==> config.mk <==
export PLATFORM = sky130hd
export DESIGN_NAME = sar_sequencer
export DESIGN_NICKNAME = d
export VERILOG_FILES = /design/src/rtl/sar_sequencer.sv
export SDC_FILE = /design/constraint.sdc
export NUM_CORES = 1
export LEC_CHECK = 0
export BUFFER_PORTS_ARGS = -buffer_cell sky130_fd_sc_hd__buf_4
export CAP_MARGIN = 20
export CORE_MARGIN = 5
export CORE_UTILIZATION = 40
export DETAILED_ROUTE_END_ITERATION = 10
export PLACE_DENSITY_LB_ADDON = 0.05
export SLEW_MARGIN = 20
export SYNTH_ARGS = -nofsm -noshare
export SYNTH_HDL_FRONTEND = slang
export SYNTH_SLANG_ARGS = --single-unit
export TNS_END_PERCENT = 10
==> constraint.sdc <==
create_clock -name clk -period 2.4 [get_ports clk]
set_input_delay 0 -clock clk [delete_from_list [all_inputs] [get_ports clk]]
set_output_delay 0 -clock clk [all_outputs]
set_load 0.1 [all_outputs]
==> src/rtl/sar_sequencer.sv <==
`timescale 1ns/1ps
module sar_sequencer #(
  parameter int W = 10,
  parameter int SAMPLE_CYC = 4
) (
  input  logic         clk,
  input  logic         rst_n,
  input  logic         ctl_we,
  input  logic [3:0]   ctl_wdata,
  input  logic         irq_en,
  input  logic         ext_trig_n,
  input  logic         chip_trig,
  input  logic         halt,
  input  logic         cmp_in,
  output logic         start_q,
  output logic         cont_q,
  output logic         trg_en_q,
  output logic         pow_q,
  output logic         sample,
  output logic [W-1:0] dac_code,
  output logic [W-1:0] data_q,
  output logic         done,
  output logic         irq_n
);
  localparam int CW = $clog2((W > SAMPLE_CYC) ? W : SAMPLE_CYC) + 1;

  typedef enum logic [1:0] {S_IDLE, S_SAMP, S_CONV} state_t;
  state_t state;

  logic [CW-1:0] cnt;
  logic [W-1:0]  acc;
  logic [W-1:0]  trial;
  logic [2:0]    ext_s;
  logic          chip_d, trg_en_d;
  logic          ext_fall, chip_rise, en_rise, trig_hit;

  assign trial     = acc | (W'(1) << cnt);
  assign dac_code  = (state == S_CONV) ? trial : '0;
  assign sample    = (state == S_SAMP);
  assign ext_fall  = ext_s[2] & ~ext_s[1];
  assign chip_rise = chip_trig & ~chip_d;
  assign en_rise   = trg_en_q & ~trg_en_d;
  assign trig_hit  = trg_en_q & (ext_fall | chip_rise | (en_rise & (~ext_s[1] | chip_trig)));

  always_ff @(posedge clk or negedge rst_n) begin
    if (!rst_n) begin
      state    <= S_IDLE;
      cnt      <= '0;
      acc      <= '0;
      data_q   <= '0;
      start_q  <= 1'b0;
      cont_q   <= 1'b0;
      trg_en_q <= 1'b0;
      pow_q    <= 1'b0;
      done     <= 1'b0;
      irq_n    <= 1'b1;
      ext_s    <= 3'b111;
      chip_d   <= 1'b0;
      trg_en_d <= 1'b0;
    end else begin
      ext_s    <= {ext_s[1:0], ext_trig_n};
      chip_d   <= chip_trig;
      trg_en_d <= trg_en_q;
      done     <= 1'b0;
      irq_n    <= 1'b1;

      if (trig_hit && pow_q && !start_q)
        start_q <= 1'b1;

      unique case (state)
        S_IDLE: if (start_q) begin
          state <= S_SAMP;
          cnt   <= '0;
        end
        S_SAMP: begin
          if (cnt == CW'(SAMPLE_CYC - 1)) begin
            state <= S_CONV;
            cnt   <= CW'(W - 1);
            acc   <= '0;
          end else begin
            cnt <= cnt + 1'b1;
          end
        end
        S_CONV: begin
          if (cmp_in) acc <= trial;
          if (cnt == '0) begin
            data_q <= cmp_in ? trial : acc;
            done   <= 1'b1;
            if (cont_q) begin
              state <= S_SAMP;
            end else begin
              state   <= S_IDLE;
              start_q <= 1'b0;
              if (irq_en) irq_n <= 1'b0;
            end
          end else begin
            cnt <= cnt - 1'b1;
          end
        end
        default: state <= S_IDLE;
      endcase

      if (ctl_we) begin
        start_q  <= ctl_wdata[0] & ctl_wdata[3];
        cont_q   <= ctl_wdata[1];
        trg_en_q <= ctl_wdata[2];
        pow_q    <= ctl_wdata[3];
        if (!(ctl_wdata[0] && ctl_wdata[3])) begin
          state <= S_IDLE;
          done  <= 1'b0;
          if (start_q && cont_q && irq_en) irq_n <= 1'b0;
        end
      end

      if (halt) begin
        pow_q   <= 1'b0;
        start_q <= 1'b0;
        state   <= S_IDLE;
      end
    end
  end
endmodule

==> results.md <==
- Status: finished, final reports clean
- Clk_skew: 0.00278 ns
- Commonest non-fill, non-tap cells in the layout: buf_4 (39), dfrtp_1 (34), nand2_1 (29)
- Buffer cell driving the clock tree root: clkbuf_8
- Post-CTS repair timing setup buffer count: 0
- Proportion of synthesized chip area in sequential cells: 46.0%
- Synthesized-area fraction occupied by and/or/nand/nor cells: 21.1%
- Input/output buffers: 38
- Main combinational cell family by area after synthesis: simple AND/OR/NAND/NOR gates
- Wire length of the first global-routing pass: 8470 microns
- Worst Setup Path Type: flop to primary output
- Post-synth EDFFs: 0
- Worst setup timing slack at the placement stage: 0.389 ns
- Critical path's top delay family: buffers and inverters
- Leading area contributor after synthesis: dfrtp_1
- Critical path data arrival time: 2.09 ns
- XOR/XNOR Fraction of Synth Area: 0.422%
- Antenna Nets Post-Route: 0
- Startpoint class of the critical path: flop
- Clock latency at the later pin of the worst-skew pair: 0.28 ns
- Number of nets in the finished design: 287
- Leading post-synthesis cells by cell area: dfrtp_1 (41%), ha_1 (6.6%), nand2_1 (5.2%), dfstp_2 (5.1%), a21oi_1 (4.6%)
- Hold bufs inserted after CTS: 9
- Initial DRC count: 112
- Total of fill cells in the finished design: 509
- Largest fanout on the critical path: 13
- Overall routing resource usage: 16.4%
- Fraction of layout cells with a size suffix above 1: 24.5%
- Post-route setup TNS: 0 ns
- TritonCTS clock tree: built
- F_max: 479 MHz
- Class of the tightest hold or removal check: input pin to flop
- Syn Nets: 243
- Remaining global-route overflow: 0
- Number of design rule violations left after detail routing: 0
- Most instantiated flip-flop cell in the synthesis netlist: dfrtp_1
- Most numerous cell on the critical path: inv_1
- Worst slew margin relative to its limit: 65.2%
- Count of pins on the block boundary: 39
- Sinks on the clock net: 38
- Placed cells: 318
- Horizontal die dimension: 82.1 microns
- Actual transition at the worst max-transition pin: 0.520 ns
- Effective utilization at floorplan: 40.9%
- Fraction of post-synthesis cell area in the top cell type by area: 41.0%
- Critical path buffers and inverters: 3
- Total clock buffers created by CTS: 5
- RD Place Congestion: 0.811
- Via count of the first global-routing pass: 1,676
- Level count of the clock H-tree: 2
- LEAKAGE: 1.19 nW
- Sequential Area: 956 sq um
- Worst endpoint required time: 2.40 ns
- Height of the chip: 82.1 microns
- Flop and latch count out of synthesis: 38
- Post-Syn Instances: 220
- Average via count per standard cell: 5.08
- Post-synth ARST share: 100%
- Synthesis-to-finish area growth: 25.6%
- Clock transition time at the flip-flop clock pins of the worst setup and hold paths: 0.08 ns
- WL per Instance: 14.7 microns
- Multiplexer fraction of the synthesized cell area: 2.53%
- Maximum number of pins on one net before global-route repair: 39
- Area of the die: 0.00673 sq mm
- Total standard cell area after synthesis: 0.00208 sq mm
- Number of distinct library cell variants in the gate-level netlist after synthesis: 43
- Slowest cell on crit path: dfrtp_1
- Final critical-path share of the clock period: 87.0%
- Number of antenna cells inserted: 0
- Period minus WS final: 2.09 ns
- Share of the synthesized area in compound gates (AO/OA/AOI/OAI): 18.1%
- Std-Cell Core Area: 0.00507 sq mm
- Number of placement rows: 26
- Power density over the cells: 658 mW/mm^2
- Post-Syn Area per Cell: 9.44 sq um
- Final setup vio count: 0
- DR pass1 iterations: 4
- Fin. Hold Viols: 0
- Layout Cells excl Fill: 335
- VDD IR-drop max: 0.251 mV
- Via total after detailed routing: 1,703
- Count of warnings emitted by yosys: 0
- Arithmetic-cell share of the synthesized area counting full adders, half adders and majority gates: 6.63%
- HPWL after DPL: 3660 microns
- Area occupied by multi-input gates: 0.00101 sq mm
- Number of max-cap violations: 0
- Wirelength, routed: 4910 microns
- Critical path capture point type: primary output
- Buffers from clock root to sink, at most: 2
- Leading cell type in the layout, fill and taps excluded: buf_4
- Final max-slew violation count: 0
- Number of resized instances in the post-cts repair step: 0
- Final WS setup: 0.311 ns
- RSZ-0062 raised after global routing: false
- Cell Chain, Critical Path: inv_1 -> ha_1 -> inv_1 -> nor2_1 -> buf_4
- Number of antenna violations at the first check in global routing: 0
- Highest cell delay on the worst timing path: 0.42 ns
-- Yosys cell counts (2+ instances only) --
cell type  count
o31ai_1        2
mux2_2         2
clkbuf_1       5
nor2b_1        2
nand3_1        6
dfrtp_1       34
and2b_1        4
o21ai_0       13
buf_2          2
nor3_4         2
ha_1          11
o21ai_1       11
a21oi_1       19
nor2_1        25
nand2_4        2
inv_1          8
a31oi_1        8
o22ai_1        2
buf_6          3
mux2i_1        3
dfstp_2        4
a22o_1         3
nand2_1       29
-- layer usage --
layer / global-route usage (%) / up-vias / part of all wire, %
li1: - / 854 / -
met1: 23.1 / 820 / 50
met2: 25.7 / 23 / 46
met3: 3.29 / 6 / 3.2
met4: 4.32 / 0 / 1.1
met5: 0 / - / 0
-- stage by stage --
stage	power [mW]	hold slack [ns]	cell area (sq um)	utilization (%)
2_1_floorplan	0.985	-0.296	2080	-
3_3_place_gp	1.08	0.00564	2380	46.9
3_5_place_dp	1.07	0.00244	2380	46.9
4_1_cts	1.74	0.0271	2610	51.4
5_1_grt	1.79	0.0446	2610	51.4
6_report	1.72	0.0380	2610	51.4
-- flip-flops by register name, summed over array words and instances (netlist names) --
name and flops:
acc 10, irq_n 1, start_q 1, done 1, state 2, chip_d 1, trg_en_d 1, pow_q 1
cnt 5, cont_q 1, trg_en_q 1, data_q 10, ext_s 3
-- cell families after synthesis --
logic type | Yosys count
compound gates | 65
xor+xnor | 1
fa+ha+maj | 11
buf+inv | 19
flops | 38
mux | 5
simple gates | 81
-- worst reg2reg max path, delay by kind of cell (launching register included) --
kind / cells / cell delay (ns)
fa+ha+maj: 1 / 0.35
simple gates: 1 / 0.34
compound gates: 1 / 0.33
buf+inv: 2 / 0.47
flops: 1 / 0.41
-- path summary, 6_finish.rpt --
check                                        to  slack, ns  depth (start not counted)               start
min reg2reg                  ext_s[1]$_DFF_PN1_       0.36                          0  ext_s[0]$_DFF_PN1_
max in group asynchronous       irq_n$_DFF_PN1_       1.83                          2               rst_n
min in group asynchronous  trg_en_q$_DFFE_PN0P_       0.22                          2               rst_n
max reg2reg                  acc[6]$_DFFE_PN0P_       0.40                          5  state[0]$_DFF_PN0_
max                                 dac_code[8]       0.31                          5  state[0]$_DFF_PN0_
min                          acc[9]$_DFFE_PN0P_       0.04                          3              cmp_in
-- power breakdown --
part	internal, mW	leakage, nW	switching [mW]
registers	0.674	0.440	0.0328
clock network	0.416	0.0683	0.229
logic	0.0901	0.680	0.274
-- final cells by class --
cell class	count	area share, %
tap	70	3.36
timing repair buffer	48	14.7
inverter	8	1.15
sequential	38	36.6
clock buffer	5	2.64
multi-input combinational	163	38.9
clock inverter	3	2.64
Power figures use the tool's default switching activity.
